`config.mk`:
```
export PLATFORM = sky130hd
export DESIGN_NAME = i2c_regfile_target
export DESIGN_NICKNAME = d
export VERILOG_FILES = /design/src/rtl/i2creg_pkg.sv /design/src/rtl/i2c_line_filter.sv /design/src/rtl/i2c_target_fsm.sv /design/src/rtl/i2c_regbank.sv /design/src/rtl/i2c_regfile_target.sv
export SDC_FILE = /design/constraint.sdc
export NUM_CORES = 1
export LEC_CHECK = 0
export BUFFER_PORTS_ARGS = -buffer_cell sky130_fd_sc_hd__buf_2
export CELL_PAD_IN_SITES_DETAIL_PLACEMENT = 0
export CELL_PAD_IN_SITES_GLOBAL_PLACEMENT = 1
export CORE_UTILIZATION = 47
export CTS_CLUSTER_DIAMETER = 30
export CTS_CLUSTER_SIZE = 28
export DETAILED_ROUTE_END_ITERATION = 16
export GPL_ROUTABILITY_DRIVEN = 1
export PLACE_DENSITY_LB_ADDON = 0.1
export SLEW_MARGIN = 0
export SYNTH_ARGS = -nofsm -noshare
export SYNTH_HDL_FRONTEND = slang
export SYNTH_SLANG_ARGS = --single-unit
```
`constraint.sdc`:
```
create_clock -name clk -period 2.66 [get_ports clk]
set_input_delay 0.133 -clock clk [delete_from_list [all_inputs] [get_ports clk]]
set_output_delay 0.133 -clock clk [all_outputs]
set_load 0.02 [all_outputs]
```
`src/rtl/i2creg_pkg.sv`:
```
package i2creg_pkg;
   typedef enum logic [2:0] {
      ST_IDLE,
      ST_RX,
      ST_ACK,
      ST_TX,
      ST_MACK
   } tgt_state_e;

   localparam int          REG_COUNT  = 5;
   localparam logic [7:0]  ADR_ID     = 8'h00;
   localparam logic [7:0]  ADR_CTRL1  = 8'h01;
   localparam logic [7:0]  ADR_STATUS = 8'h02;
   localparam logic [7:0]  ADR_CTRL2  = 8'h03;
   localparam logic [7:0]  ADR_CTRL3  = 8'h04;
endpackage

```
`src/rtl/i2c_line_filter.sv`:
```
module i2c_line_filter #(
   parameter int SYNC_STAGES = 2,
   parameter int FILT_LEN    = 3
) (
   input  logic clk,
   input  logic rst_n,
   input  logic line_in,
   output logic line_out
);
   localparam int CW = (FILT_LEN > 1) ? $clog2(FILT_LEN) : 1;

   logic [SYNC_STAGES-1:0] sync_q;

   always_ff @(posedge clk or negedge rst_n) begin
      if (!rst_n) sync_q <= '1;
      else        sync_q <= {sync_q[SYNC_STAGES-2:0], line_in};
   end

   generate
      if (FILT_LEN <= 1) begin : g_nofilt
         assign line_out = sync_q[SYNC_STAGES-1];
      end else begin : g_filt
         logic [CW-1:0] cnt_q;
         logic          out_q;
         always_ff @(posedge clk or negedge rst_n) begin
            if (!rst_n) begin
               cnt_q <= '0;
               out_q <= 1'b1;
            end else if (sync_q[SYNC_STAGES-1] == out_q) begin
               cnt_q <= '0;
            end else if (cnt_q == CW'(FILT_LEN - 1)) begin
               out_q <= sync_q[SYNC_STAGES-1];
               cnt_q <= '0;
            end else begin
               cnt_q <= cnt_q + CW'(1);
            end
         end
         assign line_out = out_q;
      end
   endgenerate
endmodule

```
`src/rtl/i2c_target_fsm.sv`:
```
module i2c_target_fsm
   import i2creg_pkg::*;
#(
   parameter logic [6:0] DEV_ADDR = 7'h2C
) (
   input  logic       clk,
   input  logic       rst_n,
   input  logic       scl_f,
   input  logic       sda_f,
   input  logic [7:0] rd_data,
   output logic [7:0] rd_addr,
   output logic       wr_en,
   output logic [7:0] wr_addr,
   output logic [7:0] wr_data,
   output logic       ld_pulse,
   output logic [7:0] ld_addr,
   output logic       sda_oe,
   output logic       bus_evt,
   output logic       idle
);
   tgt_state_e state;
   logic       scl_d, sda_d;
   logic [3:0] bitcnt;
   logic [7:0] shreg, ptr;
   logic       addr_ph, first, is_rd, nack;
   logic       scl_rise, scl_fall, start_c, stop_c, do_load;

   assign scl_rise = scl_f & ~scl_d;
   assign scl_fall = ~scl_f & scl_d;
   assign start_c  = scl_f & scl_d & sda_d & ~sda_f;
   assign stop_c   = scl_f & scl_d & ~sda_d & sda_f;
   assign bus_evt  = start_c | stop_c;
   assign rd_addr  = ptr;
   assign idle     = (state == ST_IDLE);

   always_comb begin
      do_load = scl_fall && ((state == ST_ACK && is_rd) || (state == ST_MACK && !nack));
   end

   always_ff @(posedge clk or negedge rst_n) begin
      if (!rst_n) begin
         state <= ST_IDLE; scl_d <= 1'b1; sda_d <= 1'b1;
         bitcnt <= '0; shreg <= '0; ptr <= '0;
         addr_ph <= 1'b0; first <= 1'b0; is_rd <= 1'b0; nack <= 1'b0;
         wr_en <= 1'b0; wr_addr <= '0; wr_data <= '0;
         ld_pulse <= 1'b0; ld_addr <= '0; sda_oe <= 1'b0;
      end else begin
         scl_d    <= scl_f;
         sda_d    <= sda_f;
         wr_en    <= 1'b0;
         ld_pulse <= 1'b0;
         if (start_c) begin
            state <= ST_RX; bitcnt <= '0; addr_ph <= 1'b1; sda_oe <= 1'b0;
         end else if (stop_c) begin
            state <= ST_IDLE; sda_oe <= 1'b0;
         end else if (do_load) begin
            shreg    <= rd_data;
            sda_oe   <= ~rd_data[7];
            ld_pulse <= 1'b1;
            ld_addr  <= ptr;
            ptr      <= ptr + 8'd1;
            bitcnt   <= '0;
            state    <= ST_TX;
         end else begin
            unique case (state)
               ST_RX: begin
                  if (scl_rise) begin
                     shreg  <= {shreg[6:0], sda_f};
                     bitcnt <= bitcnt + 4'd1;
                  end else if (scl_fall && bitcnt == 4'd8) begin
                     bitcnt <= '0;
                     if (addr_ph) begin
                        addr_ph <= 1'b0;
                        if (shreg[7:1] == DEV_ADDR) begin
                           sda_oe <= 1'b1; state <= ST_ACK;
                           is_rd  <= shreg[0]; first <= 1'b1;
                        end else begin
                           state <= ST_IDLE;
                        end
                     end else begin
                        sda_oe <= 1'b1; state <= ST_ACK;
                        if (first) begin
                           ptr <= shreg; first <= 1'b0;
                        end else begin
                           wr_en <= 1'b1; wr_addr <= ptr; wr_data <= shreg;
                           ptr <= ptr + 8'd1;
                        end
                     end
                  end
               end
               ST_ACK: begin
                  if (scl_fall) begin
                     sda_oe <= 1'b0; state <= ST_RX;
                  end
               end
               ST_TX: begin
                  if (scl_fall) begin
                     if (bitcnt == 4'd7) begin
                        sda_oe <= 1'b0; state <= ST_MACK;
                     end else begin
                        bitcnt <= bitcnt + 4'd1;
                        shreg  <= {shreg[6:0], 1'b0};
                        sda_oe <= ~shreg[6];
                     end
                  end
               end
               ST_MACK: begin
                  if (scl_rise) nack <= sda_f;
                  else if (scl_fall) state <= ST_IDLE;
               end
               default: ;
            endcase
         end
      end
   end
endmodule

```
`src/rtl/i2c_regbank.sv`:
```
module i2c_regbank
   import i2creg_pkg::*;
#(
   parameter logic [7:0] ID_VALUE   = 8'h21,
   parameter logic [7:0] RST_CTRL1  = 8'h09,
   parameter logic [7:0] RST_CTRL2  = 8'h80,
   parameter logic [7:0] RST_CTRL3  = 8'h0B,
   parameter logic [7:0] MASK_CTRL2 = 8'h9F,
   parameter logic [7:0] MASK_CTRL3 = 8'h1F,
   parameter int         CLR_BIT    = 1
) (
   input  logic       clk,
   input  logic       rst_n,
   input  logic       wr_en,
   input  logic [7:0] wr_addr,
   input  logic [7:0] wr_data,
   input  logic [7:0] rd_addr,
   output logic [7:0] rd_data,
   input  logic [7:0] status_byte,
   input  logic       manual_clr,
   output logic [7:0] ctrl1_q,
   output logic [7:0] ctrl2_q,
   output logic [7:0] ctrl3_q
);
   always_ff @(posedge clk or negedge rst_n) begin
      if (!rst_n) begin
         ctrl1_q <= RST_CTRL1;
         ctrl2_q <= RST_CTRL2 & MASK_CTRL2;
         ctrl3_q <= RST_CTRL3 & MASK_CTRL3;
      end else begin
         if (wr_en && wr_addr == ADR_CTRL1) ctrl1_q <= wr_data;
         if (wr_en && wr_addr == ADR_CTRL2) ctrl2_q <= wr_data & MASK_CTRL2;
         if (wr_en && wr_addr == ADR_CTRL3) ctrl3_q <= wr_data & MASK_CTRL3;
         if (manual_clr) ctrl1_q[CLR_BIT] <= 1'b0;
      end
   end

   always_comb begin
      unique case (rd_addr)
         ADR_ID:     rd_data = ID_VALUE;
         ADR_CTRL1:  rd_data = ctrl1_q;
         ADR_STATUS: rd_data = status_byte;
         ADR_CTRL2:  rd_data = ctrl2_q;
         ADR_CTRL3:  rd_data = ctrl3_q;
         default:    rd_data = 8'h00;
      endcase
   end
endmodule

```
`src/rtl/i2c_regfile_target.sv`:
```
module i2c_regfile_target
   import i2creg_pkg::*;
#(
   parameter logic [6:0] DEV_ADDR    = 7'h2C,
   parameter int         SYNC_STAGES = 2,
   parameter int         FILT_LEN    = 3
) (
   input  logic       clk,
   input  logic       rst_n,
   input  logic       scl_in,
   input  logic       sda_in,
   output logic       sda_oe,
   input  logic [2:0] det_type,
   input  logic       vb_comp,
   input  logic       dcd_timeout,
   input  logic       det_running,
   input  logic       manual_clr,
   output logic [7:0] ctrl1_q,
   output logic [7:0] ctrl2_q,
   output logic [7:0] ctrl3_q,
   output logic       irq_rd
);
   localparam int LINES = 2;

   generate
      if (SYNC_STAGES < 2) begin : g_bad_sync
         $error("SYNC_STAGES must be at least 2");
      end
      if (FILT_LEN < 1) begin : g_bad_filt
         $error("FILT_LEN must be at least 1");
      end
   endgenerate

   logic [LINES-1:0] raw_l, filt_l;
   assign raw_l = {sda_in, scl_in};

   generate
      for (genvar g = 0; g < LINES; g++) begin : g_line
         i2c_line_filter #(.SYNC_STAGES(SYNC_STAGES), .FILT_LEN(FILT_LEN)) i_filt (
            .clk(clk), .rst_n(rst_n), .line_in(raw_l[g]), .line_out(filt_l[g])
         );
      end
   endgenerate

   logic       scl_f, sda_f;
   logic [7:0] rd_data, rd_addr, wr_addr, wr_data, ld_addr, status_byte;
   logic       wr_en, ld_pulse, bus_evt, fsm_idle;

   assign scl_f       = filt_l[0];
   assign sda_f       = filt_l[1];
   assign status_byte = {det_type, vb_comp, 1'b0, dcd_timeout, det_running, 1'b0};
   assign irq_rd      = ld_pulse && (ld_addr == ADR_STATUS);

   i2c_target_fsm #(.DEV_ADDR(DEV_ADDR)) i_fsm (
      .clk(clk), .rst_n(rst_n), .scl_f(scl_f), .sda_f(sda_f),
      .rd_data(rd_data), .rd_addr(rd_addr),
      .wr_en(wr_en), .wr_addr(wr_addr), .wr_data(wr_data),
      .ld_pulse(ld_pulse), .ld_addr(ld_addr),
      .sda_oe(sda_oe), .bus_evt(bus_evt), .idle(fsm_idle)
   );

   i2c_regbank i_bank (
      .clk(clk), .rst_n(rst_n),
      .wr_en(wr_en), .wr_addr(wr_addr), .wr_data(wr_data),
      .rd_addr(rd_addr), .rd_data(rd_data), .status_byte(status_byte),
      .manual_clr(manual_clr),
      .ctrl1_q(ctrl1_q), .ctrl2_q(ctrl2_q), .ctrl3_q(ctrl3_q)
   );
endmodule

```
=== After elaboration in Yosys (flattened, before gate mapping) ===
Cells that the tools add are included.

* Output and inout port bits: 26
* Register bits: 85

* Mux-type cells: 68
* Bitwise logic cells: 21
* Equal/unequal tests: 39
* Reductions and logical operators: 33
* $add $sub $neg: 4

{| class="wikitable"
|+ Operators by type and width
! cell !! count
|-
| 2-to-1 mux 8 bit || 10
|-
| case mux 8 bit (5 select lines) || 1
|-
| == test 8 x 2 -> 1 bit, second input constant || 4
|-
| 2-to-1 mux 3 bit || 10
|-
| != test 5 x 1 -> 1 bit, second input constant || 6
|-
| 2-to-1 mux 1 bit || 29
|-
| 2-to-1 mux 4 bit || 7
|-
| AND reduction 8 bit || 3
|-
| AND reduction 6 bit || 3
|-
| == test 8 x 1 -> 1 bit, second input constant || 2
|-
| == test 8 x 3 -> 1 bit, second input constant || 2
|-
| case mux 8 bit (2 select lines) || 1
|-
| AND reduction 5 bit || 3
|-
| 2-to-1 mux 2 bit || 7
|-
| NOT 1 bit || 14
|-
| case mux 3 bit (4 select lines) || 1
|-
| != test 5 bit, second input constant || 2
|-
| nonzero test 2 bit || 5
|-
| adder 8 x 1 -> 8 bit, second input constant || 1
|-
| logical AND 1 bit || 8
|-
| logical NOT 8 bit || 1
|-
| != test 2 bit, second input constant || 4
|-
| case mux 4 bit (2 select lines) || 1
|-
| bitwise AND 1 bit || 7
|-
| 26 further kinds || 33
|}

=== Depth between registers and ports, before layout ===
Gate-level depths: netlist of run 1.

* Depth in word-level cells: 9
* Gate-level depth with buffers: 9

=== By module ===
From an unflattened synthesis of run 1, not the netlist that was laid out.

* Cell total of the unflattened synthesis: 365
* Area total of the unflattened synthesis: 4291.6 µm²

{| class="wikitable"
|+ By module, submodules not included
! module !! cells an instance !! instances !! area an instance (µm²)
|-
| i2c_target_fsm || 253 || 1 || 2837.7
|-
| i2c_regbank || 88 || 1 || 1061.0
|-
| i2c_line_filter || 10 || 2 || 178.9
|-
| i2c_regfile_target || 4 || 1 || 35.0
|}

=== Worst setup path after synthesis of run 1 ===
OpenSTA, ideal clock, no wires.

* Path kind: register to register
* From: register i_fsm.scl_d
* To: register i_fsm.wr_addr[3]
* Path slack: 0.315 ns
* Required time: 2.535 ns
* Data arrival time: 2.219 ns
* Period minus slack after synthesis: 2.345 ns
* Cell stages (with the launch flop): 7
* Path through: dfstp_2 -> nand2b_4 -> or4_4 -> buf_6 -> or4_4 -> buf_6 -> mux2_4

* Word-level cells in the longest chain between the ends: 5
* Elaborated cells between the ends (all ways): 15
* Those cells by class: 12 x bitwise; 3 x reduce/logical

{| class="wikitable"
|+ RTL lines
! item !! RTL line !! text
|-
| start, declared || i2c_target_fsm.sv:22 || <nowiki>logic scl_d, sda_d;</nowiki>
|-
| start signal, assigned || i2c_target_fsm.sv:48 || <nowiki>scl_d <= scl_f;</nowiki>
|-
| bitwise AND 1 bit || i2c_target_fsm.sv:30, i2c_target_fsm.sv:31 ||
|-
| bitwise AND 1 bit (on tied branches) (2 in a row) || i2c_target_fsm.sv:30, i2c_target_fsm.sv:31 ||
|-
| NOT 1 bit (no line) || - ||
|-
| AND reduction 8 bit (no line) * || - ||
|-
| end signal, assigned || i2c_target_fsm.sv:45 || <nowiki>wr_en <= 1'b0; wr_addr <= '0; wr_data <= '0;</nowiki>
|-
| end signal, assigned || i2c_target_fsm.sv:85 || <nowiki>wr_en <= 1'b1; wr_addr <= ptr; wr_data <= shreg;</nowiki>
|-
| end, declared || i2c_target_fsm.sv:13 || <nowiki>output logic [7:0] wr_addr,</nowiki>
|}

Every way passes the cells marked *; elsewhere a longest branch is shown, timed or not.
A chain may end at the register's enable or synchronous reset.

=== Worst setup path after layout of run 1 ===
* From: register i_fsm.ptr[0], in the netlist i_fsm.rd_addr[0]
* To: register i_fsm.shreg[6]

* Word-level cells in the longest chain between the ends: 3
* Elaborated cells between the ends (all ways): 7
* Those cells by class: 4 x eq/ne; 2 x mux; 1 x reduce/logical

{| class="wikitable"
|+ RTL lines
! item !! RTL line !! text
|-
| start, declared || i2c_target_fsm.sv:24 || <nowiki>logic [7:0] shreg, ptr;</nowiki>
|-
| start signal, assigned || i2c_target_fsm.sv:61 || <nowiki>ptr <= ptr + 8'd1;</nowiki>
|-
| start signal, assigned || i2c_target_fsm.sv:86 || <nowiki>ptr <= ptr + 8'd1;</nowiki>
|-
| == test 8 x 3 -> 1 bit (tied with other cells) || i2c_regbank.sv:39 || <nowiki>unique case (rd_addr)</nowiki>
|-
| case mux 8 bit (5 select lines) * || i2c_regbank.sv:39 ||
|-
| 2-to-1 mux 8 bit * || i2c_target_fsm.sv:56 || <nowiki>end else if (do_load) begin</nowiki>
|-
| end signal, assigned || i2c_target_fsm.sv:57 || <nowiki>shreg <= rd_data;</nowiki>
|-
| end signal, assigned || i2c_target_fsm.sv:68 || <nowiki>shreg <= {shreg[6:0], sda_f};</nowiki>
|-
| end signal, assigned || i2c_target_fsm.sv:102 || <nowiki>shreg <= {shreg[6:0], 1'b0};</nowiki>
|-
| end, declared || i2c_target_fsm.sv:24 ||
|}

Marked as above.

==> reports/results.ini, run 1 <==
[global_routing]
grt_usage = 0.2225
grt_pass1_wl_um = 15190
grt_overflow = 0
grt_pass1_vias = 2844
grt_antenna_before_repair = 0
grt_max_degree = 86

[sta]
worstMarginPinSlew_ps = 1055
holdWs_ps = -71.58
finalCriticalPeriod_ps = 2418
slew_headroom = 0.2969
grt_setup_unrepaired = no
period_share = 0.9091
setup_violations = 0
clock_skew_ps = 10.81
final-max-slew-violation-count = 0
fmax_ghz = 0.4135
tns_ps = 0
hold_viol_final = 43

[drt]
drc = 0
wirelength_um = 9170
ant_nets = 0
drt-initial-drc-count = 125
wl_per_cell_um = 17.60
drt-vias-per-instance = 5.779
vias = 3011
dr.pass1.iters = 5

[flow_run]
maxCapViolations = 0

[die]
initial_core_util = 0.4935
die_area_mm2 = 0.009181
io_pins = 37
die_w_um = 95.82
core_area_mm2 = 0.008382
rows = 33
die_h_um = 95.82

[placed_design]
port_buffers = 31
dp_hpwl_um = 6209
placed_cells = 502
place_congestion = 0.8745

[critical_path]
max_stage_delay_ps = 460
critPathTopFamily = compound AO/OA/AOI/OAI gates
crit_fanout = 7
worst-setup-path-type = register to register
crit_chain = inv_1 -> ha_1 -> nor4_1 -> a2111oi_0 -> and2_1 -> a32oi_1 -> a21oi_1
critPathBufInv = 1
required_ps = 2930
crit_arrival_ps = 2690
cp_slowest_cell = a2111oi_0
startpoint_type = register
r2r_slack_ps = 240
cp-end-kind = register

[final_layout]
fillCellCount = 770
drive_gt1_frac = 0.2861
final_cells = 521
fin_nets = 428
antenna_cells = 0
syn_to_final_growth_pct = 11.86

[synthesis]
synth_top_area_cell = dfrtp_1
ys_types = 62
synth.area.top_cells = dfrtp_1 43%, dfstp_2 8.9%, mux2_2 6.8%
yosys_register_bits = 85
syn_avg_cell_area_um2 = 11.03
synthArstFlopShare = 1.000
syn-cell-area_mm2 = 0.004136
seq_area_frac_synth = 0.5185
synth_top_cell_area_share = 0.4295
synth-main-ff-cell = dfrtp_1
ys_warn_count = 0
syn_inst = 375
synth_edf_count = 0

[status]
violations = hold timing
status = complete, but fails checks

[pwr]
max-vdd-ir-drop_v = 0.0004309
total_power_mw = 3.595
p_leak_nw = 2.163
p_per_area_mw_per_mm2 = 776.9

[clocking]
clkSinkCount = 85
cts_made_buffers = 9
cts_buffer_depth = 2
ctsResizeCount = 0
tritoncts = done
cts_setup_buffers = 0
cts.clk_slew.worst_paths_ps = 90
clkLatencyLatePin_ps = 350
postCtsHoldBufs = 3
cts_root_buf = clkbuf_8
h-tree-depth = 3

[hold_path]
hp-class = input pin to async pin

[registers in the layout (all words and copies together) (netlist names)]
signal and flops:
i_fsm.bitcnt 4, i_fsm.wr_addr 8, i_bank.ctrl2_q 6, i_fsm.scl_d 1, i_bank.ctrl1_q 8, i_fsm.sda_oe 1, i_fsm.sda_d 1, i_fsm.wr_en 1
i_fsm.rd_addr 8, i_fsm.ld_pulse 1, g_line.i_filt.sync_q 4, i_fsm.nack 1, i_fsm.wr_data 8, i_fsm.shreg 8, i_fsm.state 3, g_line.i_filt.line_out 2
g_line.i_filt.g_filt.cnt_q 4, i_fsm.addr_ph 1, i_fsm.ld_addr 8, i_fsm.is_rd 1, i_bank.ctrl3_q 5, i_fsm.first 1
[cell families after synthesis]
logic type,share of synthesized area
flip-flops,0.5184
XOR/XNOR,0.006353
other,0.0009066
AO/OA/AOI/OAI,0.1437
AND/OR/NAND/NOR,0.1485
adder cells (fa/ha/maj),0.01815
buffers and inverters,0.04870
multiplexers,0.1152
[stage by stage]
| step | area, µm² | setup WS (ps) | util | hold WS, ps |
|---|---|---|---|---|
| 2_1_floorplan | 4151 | 315.4 | - | -162.6 |
| 6_report | 4627 | 241.8 | 0.5520 | -71.58 |
| 4_1_cts | 4627 | 235.4 | 0.5520 | 7.124 |
| 5_1_grt | 4627 | 91.02 | 0.5520 | 51.26 |
| 3_5_place_dp | 4389 | 257.3 | 0.5237 | 239.6 |
| 3_3_place_gp | 4389 | 297.9 | 0.5237 | 239.5 |
[final timing paths]
kind	start	endpoint	depth (start not counted)
max	i_fsm.rd_addr[0]	i_fsm.shreg[6]	7
min in group clk	det_type[0]	i_fsm.shreg[5]	4
max reg2reg	i_fsm.rd_addr[0]	i_fsm.shreg[6]	7
min	rst_n	i_fsm.ld_addr[5]	1
max in group asynchronous	rst_n	i_fsm.sda_oe	1
min reg2reg	g_line[0].i_filt.sync_q[0]	g_line[0].i_filt.sync_q[1]	0
[cells in the final DEF (no fill, tap or decap), types with 5 or more instances in the layout]
cell      instances
a21oi_1          18
a22oi_1           7
buf_2            30
buf_4            14
clkbuf_8         10
conb_1            5
dfrtp_1          71
dfstp_2          14
ha_1              6
inv_1            13
mux2_2           25
mux2_4           11
nand2_1          34
nand2b_1          5
nand3_1          14
nand3b_1          7
nor2_1           15
nor2b_1           6
nor3_1            5
o21ai_0          22
o22ai_1           5
[power by group]
part           total, mW  switching, mW  internal (mW)
clock network      0.960          0.492          0.468
registers           1.73          0.238           1.49
logic              0.904          0.506          0.398
total               3.59           1.24           2.36
[cell usage after synthesis, drive strengths merged (7+ instances only)]
cell type	instances
nor2	15
inv	13
clkbuf	15
o21ai	22
a22oi	7
buf	11
nand3b	7
dfstp	14
dfrtp	71
mux2	36
nand2	34
nand3	14
a21oi	18
[metal layers]
metal | part of all wire | track usage | wire length [µm] | vias up
met5 | 0 | 0 | 0 | -
met4 | 0.011 | 0.06716 | 104 | 0
met3 | 0.051 | 0.03318 | 465 | 8
met2 | 0.45 | 0.3262 | 4086 | 75
met1 | 0.49 | 0.3388 | 4514 | 1502
li1 | - | - | - | 1426
[cell type report]
type                       instances  area [µm²]  share of cell area
sequential                        85        2145              0.4635
timing repair buffer              47       285.3             0.06166
tap                              105       131.4             0.02839
clock buffer                      10       137.6             0.02975
inverter                          14       52.55             0.01136
multi-input combinational        254        1805              0.3902
clock inverter                     6       70.07             0.01514
(Power assumes the default switching activity.)
==> run 2: changes to the inputs <==
PLACE_DENSITY = 0.86   (was unset)
PLACE_DENSITY_LB_ADDON = unset   (was 0.1)
TNS_END_PERCENT = 30   (was unset)
==> run 2 against run 1 <==
The flow now finishes without violations. Clock skew increased by 2.6 ps. Maximum frequency shrank 0.25%. Power rose by 0.98%. Combinational power down 4.8%. Final cell count fell by 0.19%. Final area increased by 0.32%. Sequential share of layout area shrank 0.15 points. Via count about the same. Critical path type unchanged. Utilization rose by 0.18 points.
==> reports/results.ini, run 2 (same netlist as run 1, synthesis figures left out) <==
[status]
status = completed

[drt]
wirelength_um = 8866  ; -3.3%
wl_met2_um = 4101  ; +0.37%
wl_per_cell_um = 17.05  ; -3.1%
dr.pass1.iters = 5  ; unchanged
top_layer = met4
drt-initial-drc-count = 199  ; +59%
route.met3.wl_um = 369  ; -21%
drc = 0  ; unchanged
wl_met1_um = 4265  ; -5.5%
drt-vias-per-instance = 5.796  ; +0.29%
vias = 3014  ; +0.10%
ant_nets = 0  ; unchanged

[critical_path]
required_ps = 2910  ; -20 ps
worst-setup-path-type = register to register
critPathTopFamily = simple AND/OR/NAND/NOR gates
r2r_cells = 4  ; -3
startpoint_type = register
crit_chain = nand2b_4 -> or4_4 -> or4_4 -> mux2_4
crit_cells = 4  ; -3
critPathBufInv = 0  ; -1
crit_fanout = 21  ; +14
max_stage_delay_ps = 680  ; +220 ps
cp_slowest_cell = or4_4
cp-end-kind = register
cpMostUsedCell = or4_4
crit_arrival_ps = 2680  ; about the same

[global_routing]
grt_overflow = 0  ; unchanged
grt_usage = 0.2125  ; -0.01001
grt_antenna_before_repair = 0  ; unchanged
grt_pass1_vias = 2850  ; +0.21%
grt_max_degree = 47  ; -45%
grt_pass1_wl_um = 14610  ; -3.8%

[final_layout]
final_cells = 520  ; -0.19%
layout_commonest_cell = dfrtp_1
fin_nets = 428  ; unchanged
design_area_mm2 = 0.004642  ; +0.32%
fin_util = 0.5538  ; +0.001791
syn_to_final_growth_pct = 12.22
final_cell_mix = 71 x dfrtp_1, 34 x nand2_1, 30 x buf_2
antenna_cells = 0  ; unchanged
drive_gt1_frac = 0.2819  ; -0.004130
fillCellCount = 723  ; -6.1%

[sta]
worst_slack_ps = 235.7  ; -6.058 ps
finalCriticalPeriod_ps = 2424  ; +6.058 ps
final-max-slew-violation-count = 0  ; unchanged
worstMarginPinSlew_ps = 601.0  ; -453.7 ps
holdWs_ps = 240.8  ; +312.4 ps
setup_violations = 0  ; unchanged
clock_skew_ps = 13.39  ; +2.583 ps
tns_ps = 0  ; unchanged
period_share = 0.9114  ; +0.002277
hold_viol_final = 0  ; -100%
slew_headroom = 0.5985  ; +0.3016
grt_setup_unrepaired = no
fmax_ghz = 0.4125  ; -0.25%

[hold_path]
hp-class = input pin to register
whs_path_depth = 4

[die]
rows = 33  ; unchanged
initial_core_util = 0.4935  ; unchanged
die_area_mm2 = 0.009181  ; unchanged
core_area_mm2 = 0.008382  ; unchanged
die_w_um = 95.82  ; unchanged
io_pins = 37  ; unchanged
die_h_um = 95.82  ; unchanged

[pwr]
clockPowerShare = 0.281  ; +0.014
max-vdd-ir-drop_v = 0.0005027  ; +17%
power.switching_mw = 1.226  ; -0.85%
p_leak_nw = 2.161  ; about the same
swShare = 0.3377  ; -0.006217
p_seq_frac = 0.482  ; about the same
pwr-share-comb = 0.237  ; -0.015
p_per_area_mw_per_mm2 = 782.0  ; +0.65%
internal_power_mw = 2.404  ; +1.9%
total_power_mw = 3.630  ; +0.98%

[placed_design]
placed_area_mm2 = 0.004382  ; -0.17%
place_congestion = 0.9227  ; +5.5%
placed_cells = 501  ; -0.20%
dp_hpwl_um = 6169  ; -0.63%
pre_cts_slack_ps = 259.8  ; +2.523 ps
port_buffers = 31  ; unchanged

[clocking]
cts_root_buf = clkbuf_8
cts.clk_slew.worst_paths_ps = 90  ; about the same
tritoncts = done
cts_buffer_depth = 2  ; unchanged
h-tree-depth = 3  ; unchanged
cts_setup_buffers = 0  ; unchanged
ctsResizeCount = 0  ; unchanged
cts_made_buffers = 9  ; unchanged
clkSinkCount = 85  ; unchanged
clkLatencyLatePin_ps = 360  ; about the same

[flow_run]
maxCapViolations = 0  ; unchanged

-- run 2: cell count changes in the layout (fill, tap and decap cells not counted) --
cell	before	now
clkbuf_8	10	9
clkinv_4	2	1
buf_4	14	13
inv_8	0	1
bufinv_16	1	2
clkinv_2	1	0
clkinvlp_4	0	1
dlygate4sd3_1	3	4
inv_6	2	1
-- run 2: area by class of cell --
type | instances | area (µm²) | area share
Sequential cell | 85 | 2145 | 0.4620
Multi-Input combinational cell | 254 | 1805 | 0.3889
Timing Repair Buffer | 47 | 287.8 | 0.06199
Tap cell | 105 | 131.4 | 0.02830
Clock buffer | 9 | 123.9 | 0.02668
Clock inverter | 6 | 96.34 | 0.02075
Inverter | 14 | 52.55 | 0.01132
-- run 2: timing repair --
item | in CTS | in global routing
endpoints found under the hold margin | 44 | 0
setup endpoints to repair | 0 | 0
hold buffers | 4 | 0
-- run 2: per-layer routing --
layer / track usage / up-vias
li1: - / 1423
met1: 0.3054 / 1496
met2: 0.3190 / 84
met3: 0.03633 / 11
met4: 0.08706 / 0
met5: 0 / -
-- run 2: worst min-delay path: cells and delay by family --
family	cells	cell delay [ps]
compound gates	3	340
buf+inv	1	80
-- run 2: worst paths after layout --
check	startpoint	endpoint	slack [ps]
max	i_fsm.scl_d	i_fsm.wr_data[1]	240
min	det_type[1]	i_fsm.shreg[6]	240
max reg2reg	i_fsm.scl_d	i_fsm.wr_data[1]	240
min reg2reg	g_line[1].i_filt.sync_q[0]	g_line[1].i_filt.sync_q[1]	360
max in group asynchronous	rst_n	g_line[1].i_filt.sync_q[0]	1600
min in group asynchronous	rst_n	i_fsm.wr_addr[1]	310
-- run 2: power groups by stage --
stage / Sequential [mW] / Combinational (mW) / Clock [mW]
2_1_floorplan: 1.65 / 0.708 / 0
3_3_place_gp: 1.75 / 0.833 / 0
3_5_place_dp: 1.76 / 0.841 / 0
4_1_cts: 1.74 / 0.860 / 1.04
5_1_grt: 1.78 / 0.982 / 1.09
6_report: 1.75 / 0.861 / 1.02
==> run 3: changes to the inputs <==
PLACE_DENSITY = 0.84   (was 0.86)
==> run 3 against run 2 <==
The flow now finishes with violations (hold timing). Clock skew up 1.4 ps. Final cell count did not move. Worst hold slack got worse by 300 ps. Sequential power hardly changed. Combinational power hardly changed. Final area is 0.46% lower. Critical path type unchanged. Highest routed layer unchanged.
==> reports/results.ini, run 3 (same netlist as run 1, synthesis figures left out) <==
[sta]
finalCriticalPeriod_ps = 2409  ; -15.62 ps
hold_viol_final = 24  ; +24
final-max-slew-violation-count = 0  ; unchanged
period_share = 0.9055  ; -0.005870
clock_skew_ps = 14.81  ; +1.425 ps
tns_ps = 0  ; unchanged
setup_violations = 0  ; unchanged
slew_headroom = 0.2815  ; -0.3170
worstMarginPinSlew_ps = 1078  ; +476.8 ps
grt_setup_unrepaired = no
holdWs_ps = -62.92  ; -303.7 ps
fmax_ghz = 0.4152  ; +0.65%

[status]
violations = hold timing
status = complete, but fails checks

[final_layout]
final_cell_mix = 71 x dfrtp_1, 34 x nand2_1, 30 x buf_2
drive_gt1_frac = 0.2819  ; unchanged
antenna_cells = 0  ; unchanged
regArea_mm2 = 0.002145  ; unchanged
fin_nets = 427  ; -0.23%
fillCellCount = 747  ; +3.3%
multiInputGateArea_mm2 = 0.001805  ; unchanged
syn_to_final_growth_pct = 11.71
layout_commonest_cell = dfrtp_1
fin_util = 0.5513  ; -0.002538

[die]
initial_core_util = 0.4935  ; unchanged
core_area_mm2 = 0.008382  ; unchanged
die_w_um = 95.82  ; unchanged
die_area_mm2 = 0.009181  ; unchanged
rows = 33  ; unchanged
io_pins = 37  ; unchanged
die_h_um = 95.82  ; unchanged

[critical_path]
cp-end-kind = register
reg2reg_to = i_fsm.wr_addr[5]
max_stage_delay_ps = 690  ; about the same
crit_fanout = 21  ; unchanged
r2r_start = i_fsm.scl_d
startpoint = i_fsm.scl_d
required_ps = 2900  ; about the same
cp_slowest_cell = or4_4
crit_arrival_ps = 2650  ; -30 ps
cpMostUsedCell = or4_4
r2r_slack_ps = 250  ; +20 ps
critPathTopFamily = simple AND/OR/NAND/NOR gates
crit_chain = nand2b_4 -> or4_4 -> or4_4 -> mux2_4
startpoint_type = register
worst-setup-path-type = register to register
critPathBufInv = 0  ; unchanged
r2r_cells = 4  ; unchanged

[pwr]
total_power_mw = 3.555  ; -2.1%
p_per_area_mw_per_mm2 = 769.5  ; -1.6%
p_leak_nw = 2.156  ; -0.23%
max-vdd-ir-drop_v = 0.0004423  ; -12%

[drt]
wirelength_um = 8732  ; -1.5%
drt-initial-drc-count = 273  ; +37%
drt-vias-per-instance = 5.692  ; -1.8%
wl_per_cell_um = 16.79  ; -1.5%
ant_nets = 0  ; unchanged
drc = 0  ; unchanged
dr.pass1.iters = 4  ; -1
vias = 2960  ; -1.8%

[global_routing]
grt_antenna_before_repair = 0  ; unchanged
grt_overflow = 0  ; unchanged
grt_max_degree = 86  ; +83%
grt_pass1_vias = 2955  ; +3.7%
grt_usage = 0.2126  ; about the same
grt_pass1_wl_um = 14690  ; +0.52%

[placed_design]
place_congestion = 0.8934  ; -3.2%
port_buffers = 31  ; unchanged
dp_hpwl_um = 6040  ; -2.1%

[clocking]
cts_setup_buffers = 0  ; unchanged
h-tree-depth = 3  ; unchanged
postCtsHoldBufs = 3  ; -1
ctsResizeCount = 0  ; unchanged
clkLatencyLatePin_ps = 360  ; about the same
tritoncts = done
cts_buffer_depth = 2  ; unchanged
cts_made_buffers = 9  ; unchanged
cts.clk_slew.worst_paths_ps = 90  ; about the same
cts_root_buf = clkbuf_8
clkSinkCount = 85  ; unchanged

[hold_path]
hp-class = input pin to async pin

[flow_run]
maxCapViolations = 0  ; unchanged

-- run 3: metal layers --
layer / vias to the layer above / share of wire / track usage
li1: 1425 / - / -
met1: 1465 / 0.48 / 0.3002
met2: 60 / 0.47 / 0.3208
met3: 10 / 0.038 / 0.03791
met4: 0 / 0.013 / 0.09328
met5: - / 0 / 0
-- run 3: how the worst max path moves through the flow --
stage	to	slack, ps	depth (start not counted)
2_1_floorplan	i_fsm.wr_addr[3]	320	6
3_3_place_gp	i_fsm.wr_data[7]	290	4
3_5_place_dp	i_fsm.wr_data[1]	260	4
4_1_cts	i_fsm.wr_data[2]	240	4
5_1_grt	i_fsm.shreg[5]	90	7
6_report	i_fsm.wr_addr[5]	250	4
-- run 3: power breakdown --
group | switching [mW] | internal [mW]
Sequential | 0.254 | 1.49
Clock | 0.479 | 0.473
Combinational | 0.474 | 0.384
Total | 1.21 | 2.35
-- run 3: layout make-up --
type / instances / area share
Clock buffer: 11 / 0.03060
Clock inverter: 5 / 0.01462
Inverter: 14 / 0.01137
Multi-Input combinational cell: 254 / 0.3907
Sequential cell: 85 / 0.4641
Tap cell: 105 / 0.02843
Timing Repair Buffer: 46 / 0.06011
-- run 3: stage by stage --
stage,hold WS (ps),cell area [µm²],setup WS [ps],instances
final,-62.92,4621,251.3,520
after global routing,63.35,4621,89.49,520
after CTS,5.736,4621,237.8,520
after detailed placement,240.7,4382,263.3,501
after global placement,238.4,4382,287.5,501
after floorplan,-162.6,4151,315.4,379
